`src/rtl/dpi2c_pkg.sv`:
```
package dpi2c_pkg;

    typedef enum logic [3:0] {
        ST_IDLE,
        ST_ADDR,
        ST_ADDR_ACK,
        ST_PTR,
        ST_PTR_ACK,
        ST_WDATA,
        ST_WDATA_ACK,
        ST_RDATA,
        ST_RACK
    } bus_state_t;

    localparam int BYTE_W = 8;

endpackage

```
`src/rtl/dpi2c_sync.sv`:
```
module dpi2c_sync #(
    parameter int WIDTH  = 2,
    parameter int STAGES = 2
) (
    input  logic             clk,
    input  logic             rst_n,
    input  logic [WIDTH-1:0] d_i,
    output logic [WIDTH-1:0] q_o
);

    logic [WIDTH-1:0] pipe [STAGES];

    always_ff @(posedge clk or negedge rst_n) begin
        if (!rst_n) pipe[0] <= '1;
        else        pipe[0] <= d_i;
    end

    for (genvar g = 1; g < STAGES; g++) begin : g_stage
        always_ff @(posedge clk or negedge rst_n) begin
            if (!rst_n) pipe[g] <= '1;
            else        pipe[g] <= pipe[g-1];
        end
    end

    assign q_o = pipe[STAGES-1];

endmodule

```
`src/rtl/dpi2c_cond.sv`:
```
module dpi2c_cond (
    input  logic clk,
    input  logic rst_n,
    input  logic scl_s,
    input  logic sda_s,
    output logic scl_rise,
    output logic scl_fall,
    output logic start_det,
    output logic stop_det
);

    logic scl_q;
    logic sda_q;

    always_ff @(posedge clk or negedge rst_n) begin
        if (!rst_n) begin
            scl_q <= 1'b1;
            sda_q <= 1'b1;
        end else begin
            scl_q <= scl_s;
            sda_q <= sda_s;
        end
    end

    assign scl_rise  = scl_s & ~scl_q;
    assign scl_fall  = ~scl_s & scl_q;
    assign start_det = scl_s & scl_q & sda_q & ~sda_s;
    assign stop_det  = scl_s & scl_q & ~sda_q & sda_s;

endmodule

```
`src/rtl/dpi2c_regs.sv`:
```
module dpi2c_regs #(
    parameter int         DW       = 8,
    parameter logic [7:0] VCOM_RST = 8'h74,
    parameter logic [1:0] CTL_RST  = 2'b01
) (
    input  logic          clk,
    input  logic          rst_n,
    input  logic          wr_en,
    input  logic [DW-1:0] wr_addr,
    input  logic [DW-1:0] wr_data,
    input  logic [DW-1:0] rd_addr,
    input  logic [DW-1:0] temp_i,
    output logic [DW-1:0] rd_data,
    output logic          fix_o,
    output logic          src_o,
    output logic [DW-1:0] vcom_o
);

    localparam logic [DW-1:0] A_TEMP = DW'(0);
    localparam logic [DW-1:0] A_CTL  = DW'(1);
    localparam logic [DW-1:0] A_VCOM = DW'(2);

    logic [1:0]    ctl_q;
    logic [DW-1:0] vcom_q;

    always_ff @(posedge clk or negedge rst_n) begin
        if (!rst_n) begin
            ctl_q  <= CTL_RST;
            vcom_q <= DW'(VCOM_RST);
        end else if (wr_en) begin
            if (wr_addr == A_CTL)  ctl_q  <= wr_data[1:0];
            if (wr_addr == A_VCOM) vcom_q <= wr_data;
        end
    end

    always_comb begin
        rd_data = '0;
        if (rd_addr == A_TEMP)      rd_data = temp_i;
        else if (rd_addr == A_CTL)  rd_data = {{(DW-2){1'b0}}, ctl_q};
        else if (rd_addr == A_VCOM) rd_data = vcom_q;
    end

    assign fix_o  = ctl_q[1];
    assign src_o  = ctl_q[0];
    assign vcom_o = vcom_q;

endmodule

```
`src/rtl/disp_pwr_i2c.sv`:
```
module disp_pwr_i2c
    import dpi2c_pkg::*;
#(
    parameter logic [6:0] DEV_ADDR    = 7'h48,
    parameter int         SYNC_STAGES = 2
) (
    input  logic              clk,
    input  logic              rst_n,
    input  logic              scl_i,
    input  logic              sda_i,
    output logic              sda_oe_o,
    input  logic [BYTE_W-1:0] temp_i,
    output logic              busy_o,
    output logic              fix_rd_o,
    output logic              vcom_src_o,
    output logic [BYTE_W-1:0] vcom_set_o
);

    localparam int CNT_W = $clog2(BYTE_W + 1);
    localparam logic [CNT_W-1:0] LAST_BIT = CNT_W'(BYTE_W);
    localparam logic [CNT_W-1:0] LAST_TX  = CNT_W'(BYTE_W - 1);

    logic scl_s, sda_s;
    logic scl_rise, scl_fall, start_det, stop_det;

    bus_state_t        state, state_nx;
    logic [CNT_W-1:0]  cnt;
    logic [BYTE_W-1:0] shreg, txbyte, ptr, rd_data;
    logic              rw_q, nack_q, busy_q, wr_en;
    logic              byte_in_done;

    dpi2c_sync #(.WIDTH(2), .STAGES(SYNC_STAGES)) u_sync (
        .clk   (clk),
        .rst_n (rst_n),
        .d_i   ({scl_i, sda_i}),
        .q_o   ({scl_s, sda_s})
    );

    dpi2c_cond u_cond (
        .clk       (clk),
        .rst_n     (rst_n),
        .scl_s     (scl_s),
        .sda_s     (sda_s),
        .scl_rise  (scl_rise),
        .scl_fall  (scl_fall),
        .start_det (start_det),
        .stop_det  (stop_det)
    );

    dpi2c_regs #(.DW(BYTE_W)) u_regs (
        .clk     (clk),
        .rst_n   (rst_n),
        .wr_en   (wr_en),
        .wr_addr (ptr),
        .wr_data (shreg),
        .rd_addr (fix_rd_o ? '0 : ptr),
        .temp_i  (temp_i),
        .rd_data (rd_data),
        .fix_o   (fix_rd_o),
        .src_o   (vcom_src_o),
        .vcom_o  (vcom_set_o)
    );

    assign byte_in_done = scl_fall && (cnt == LAST_BIT);
    assign wr_en = (state == ST_WDATA) && byte_in_done && !start_det && !stop_det;

    // next-state logic
    always_comb begin
        state_nx = state;
        if (stop_det) begin
            state_nx = ST_IDLE;
        end else if (start_det) begin
            state_nx = ST_ADDR;
        end else begin
            unique case (state)
                ST_IDLE:      state_nx = ST_IDLE;
                ST_ADDR:      if (byte_in_done)
                                  state_nx = (shreg[7:1] == DEV_ADDR) ? ST_ADDR_ACK : ST_IDLE;
                ST_ADDR_ACK:  if (scl_fall) state_nx = rw_q ? ST_RDATA : ST_PTR;
                ST_PTR:       if (byte_in_done) state_nx = ST_PTR_ACK;
                ST_PTR_ACK:   if (scl_fall) state_nx = ST_WDATA;
                ST_WDATA:     if (byte_in_done) state_nx = ST_WDATA_ACK;
                ST_WDATA_ACK: if (scl_fall) state_nx = ST_WDATA;
                ST_RDATA:     if (scl_fall && cnt == LAST_TX) state_nx = ST_RACK;
                ST_RACK:      if (scl_fall) state_nx = nack_q ? ST_IDLE : ST_RDATA;
                default:      state_nx = ST_IDLE;
            endcase
        end
    end

    // state register
    always_ff @(posedge clk or negedge rst_n) begin
        if (!rst_n) state <= ST_IDLE;
        else        state <= state_nx;
    end

    // datapath: shifter, counter, pointer, busy flag
    always_ff @(posedge clk or negedge rst_n) begin
        if (!rst_n) begin
            cnt    <= '0;
            shreg  <= '0;
            txbyte <= '0;
            ptr    <= '0;
            rw_q   <= 1'b0;
            nack_q <= 1'b1;
            busy_q <= 1'b0;
        end else if (start_det) begin
            cnt    <= '0;
            busy_q <= 1'b1;
        end else if (stop_det) begin
            busy_q <= 1'b0;
        end else begin
            unique case (state)
                ST_ADDR, ST_PTR, ST_WDATA: begin
                    if (scl_rise) begin
                        shreg <= {shreg[BYTE_W-2:0], sda_s};
                        cnt   <= cnt + 1'b1;
                    end else if (byte_in_done) begin
                        cnt <= '0;
                        if (state == ST_ADDR)  rw_q <= shreg[0];
                        if (state == ST_PTR)   ptr  <= shreg;
                        if (state == ST_WDATA) ptr  <= ptr + 1'b1;
                    end
                end
                ST_ADDR_ACK: begin
                    if (scl_fall && rw_q) begin
                        txbyte <= rd_data;
                        cnt    <= '0;
                        if (!fix_rd_o) ptr <= ptr + 1'b1;
                    end
                end
                ST_RDATA: begin
                    if (scl_fall) begin
                        txbyte <= {txbyte[BYTE_W-2:0], 1'b0};
                        cnt    <= cnt + 1'b1;
                    end
                end
                ST_RACK: begin
                    if (scl_rise) begin
                        nack_q <= sda_s;
                    end else if (scl_fall && !nack_q) begin
                        txbyte <= rd_data;
                        cnt    <= '0;
                        if (!fix_rd_o) ptr <= ptr + 1'b1;
                    end
                end
                default: ;
            endcase
        end
    end

    // outputs
    always_comb begin
        unique case (state)
            ST_ADDR_ACK, ST_PTR_ACK, ST_WDATA_ACK: sda_oe_o = 1'b1;
            ST_RDATA:                              sda_oe_o = ~txbyte[BYTE_W-1];
            default:                               sda_oe_o = 1'b0;
        endcase
    end

    assign busy_o = busy_q;

endmodule

```
`config.mk`:
```
export PLATFORM = sky130hd
export DESIGN_NAME = disp_pwr_i2c
export DESIGN_NICKNAME = d
export VERILOG_FILES = /design/src/rtl/dpi2c_pkg.sv /design/src/rtl/dpi2c_sync.sv /design/src/rtl/dpi2c_cond.sv /design/src/rtl/dpi2c_regs.sv /design/src/rtl/disp_pwr_i2c.sv
export SDC_FILE = /design/constraint.sdc
export NUM_CORES = 1
export LEC_CHECK = 0
export BUFFER_PORTS_ARGS = -buffer_cell sky130_fd_sc_hd__buf_4
export CORE_ASPECT_RATIO = 0.8
export CORE_UTILIZATION = 60
export DETAILED_ROUTE_END_ITERATION = 12
export PLACE_DENSITY = 0.78
export SLEW_MARGIN = 25
export SYNTH_ARGS = -nofsm -noshare
export SYNTH_HDL_FRONTEND = slang
export SYNTH_SLANG_ARGS = --single-unit
```
`constraint.sdc`:
```
create_clock -name clk -period 2.6 [get_ports clk]
set_input_delay 0.52 -clock clk [delete_from_list [all_inputs] [get_ports clk]]
set_output_delay 0.52 -clock clk [all_outputs]
set_load 0.02 [all_outputs]
```
==> out/results.txt <==
Synth Instances: 293
post-cts repair resize count: 0
CTS max path bufs: 2
# hold bufs at CTS: 0
status: finished clean
clk_lat worst skew: 0.31 ns
Num Clock Sinks: 51
relative slew slack: 57.8%
Syn. warnings: 0
Core Area: 0.00504 mm2
Detailed Place HPWL: 5100 um
startpoint types: flip-flop
Via Count: 2393
Die H: 66.8 um
CTS Root Cell: clkbuf_8
min-delay worst type: input port to asynchronous set/reset pin
setup TNS: 0 ns
ys flop type: dfrtp_1
Filler cells: 383
IO buf count: 23
Unique masters post-synth: 72
Pre-antenna DRT Iters: 4
final worst-path cycle share: 81.1%
nets: 332
Crit Path Max Fanout: 8
DRC: 0
FF/Latch Area: 0.00129 mm2
total power draw: 0.00168 W
Ant. Diodes: 0
fin. max-slew vios: 0
Yosys top cell area share: 31.0%
site row count: 23
Mapped Area: 0.00315 mm2
routability cong.: 1.04
initial antenna violation count: 0
maximum clock frequency: 474 MHz
Multi-input gate area: 0.00171 mm2
unrepaired setup endpoints after global routing: no
Worst Setup Path Type: flip-flop to output port
Avg Cell Area, Syn: 10.7 um2
clk slew on worst S/H paths: 0.09 ns
area grow syn2layout: 9.46%
VDD IR max: 407 uV
clk_skew: 0.00442 ns
Async S/R FF share, synth: 100%
Num CTS Buffers: 5
initial core utilization: 62.5%
vias in the first global route: 2198
reg2reg setup slack: 0.50 ns
slew of the pin with the lowest slew margin: 0.633 ns
die area: 0.00554 mm2
overflow left after global routing: 0
Critical Path End Type: output port
reg2reg path depth: 5
synthesized flop and latch total: 51
H-tree depth: 2
Setup violations, final: 0
CTS tree: done
number of flops mapped to enable cells by yosys: 0
Final min period: 2.11 ns
reg2reg end: u_regs.vcom_o[3]
Area contributors post-synth: dfrtp_1 31%, dfstp_2 10%, mux2_4 4.3%
Detail Route Antenna Nets: 0
largest net degree at the start of global routing: 52
post-synthesis sequential area ratio: 41.0%
Vias/cell: 6.33
fin util: 68.4%
leakage: 1.48 nW
first-pass GRT wire length: 11300 um
fraction of layout cells with a size suffix above 1: 29.4%
Cell Pwr Density: 488 mW/mm2
Net Count, Synth: 310
Yosys top cell by area: dfrtp_1
total track usage: 26.3%
Max-cap violations: 0
WL per Instance: 18.1 um
DR iter-0 viols: 295
post-CTS setup buffers: 0
Final Hold Fails: 0
worst reg2reg startpoint: u_cond.scl_q
Die Wd: 83.0 um
WP data required: 2.08 ns
Arr. time, crit path: 1.59 ns
Post-Route WL: 6840 um
Boundary Pins: 24
## cells in the mapped netlist, drive strengths merged (8+ instances only)
cell type,instances
dfrtp,39
nor2,30
mux2,21
nand2,18
o21ai,16
a21oi,12
dfstp,12
nand3,12
buf,11
o31ai,10
a221oi,8
inv,8
nor3,8
## cell type report
type	instances	area share (%)
flip-flops and latches	51	37.5
repair buffers	30	6.54
clock buffers	5	2.00
well taps	62	2.25
inverters	8	0.872
clock inverters	3	1.27
multi-input cells	219	49.6
## through the flow
stage	worst slack [ns]	instance area (um2)	instances	hold slack (ns)
5_1_grt	0.399	3440	378	0.277
2_1_floorplan	0.686	3150	293	0.224
3_3_place_gp	0.584	3330	370	0.345
3_5_place_dp	0.519	3330	370	0.347
4_1_cts	0.499	3440	378	0.247
6_report	0.491	3440	378	0.229
## critical path, stage by stage (launching register included)
cell	delay (ns)
dfrtp_1	0.48
buf_4	0.21
nor2_1	0.22
o22a_1	0.18
nor2_1	0.04
buf_4	0.16
## cells in the final DEF (no fill, tap or decap), drive strengths merged, types with 4 or more instances in the layout
| master | synthesis | final |
|---|---|---|
| mux2 | 21 | 21 |
| dfstp | 12 | 12 |
| o31ai | 10 | 10 |
| nand3 | 12 | 12 |
| a221oi | 8 | 8 |
| nor4b | 5 | 5 |
| clkbuf | 4 | 5 |
| nand2 | 18 | 18 |
| mux2i | 5 | 5 |
| ha | 5 | 5 |
| o21ai | 16 | 16 |
| inv | 8 | 8 |
| o22ai | 4 | 4 |
| nor3 | 8 | 8 |
| dfrtp | 39 | 39 |
| buf | 11 | 30 |
| nand2b | 5 | 5 |
| a2bb2oi | 6 | 6 |
| and3 | 4 | 4 |
| a21oi | 12 | 12 |
| nor2 | 30 | 30 |
| nor2b | 5 | 5 |
## state kept, by name, summed over array words and instances (netlist names)
signal,count
u_cond.sda_q,1
u_sync.q_o,2
shreg,8
u_cond.scl_q,1
cnt,4
state,4
nack_q,1
u_sync.pipe,2
ptr,8
busy_o,1
rw_q,1
txbyte,8
u_regs.ctl_q,2
u_regs.vcom_o,8
## logic make-up (layout without fill, tap and decap cells)
| family | Yosys count | after routing | share of synthesized area, % |
|---|---|---|---|
| AO/OA/AOI/OAI | 77 | 77 | 19.1 |
| XOR/XNOR | 1 | 1 | 0.278 |
| adder cells (fa/ha/maj) | 5 | 5 | 1.99 |
| buffers and inverters | 23 | 46 | 4.69 |
| flip-flops | 51 | 51 | 41.0 |
| multiplexers | 26 | 26 | 10.2 |
| AND/OR/NAND/NOR | 110 | 110 | 22.7 |
## worst max path at each step
stage                     slack [ns]         start                to
after floorplan                 0.69        cnt[0]  u_regs.vcom_o[0]
after global placement          0.58      state[2]            ptr[1]
after detailed placement        0.52  u_cond.scl_q  u_regs.vcom_o[3]
after CTS                       0.50  u_cond.scl_q  u_regs.vcom_o[3]
after global routing            0.40      state[3]            cnt[3]
final                           0.49      state[1]          sda_oe_o
## power breakdown
group	switching, W	total (W)	internal [W]
registers	0.0000805	0.000922	0.000842
logic	0.000108	0.000205	0.0000976
clock network	0.000266	0.000552	0.000287
## routing by layer
| layer | up-vias | GRT usage (%) | wire length, um |
|---|---|---|---|
| li1 | 1138 | - | - |
| met1 | 1174 | 39.6 | 3340 |
| met2 | 73 | 37.8 | 3020 |
| met3 | 8 | 5.58 | 412 |
| met4 | 0 | 7.97 | 63 |
| met5 | - | 0 | 0 |
No activity file was read; power rests on OpenSTA's default activity.
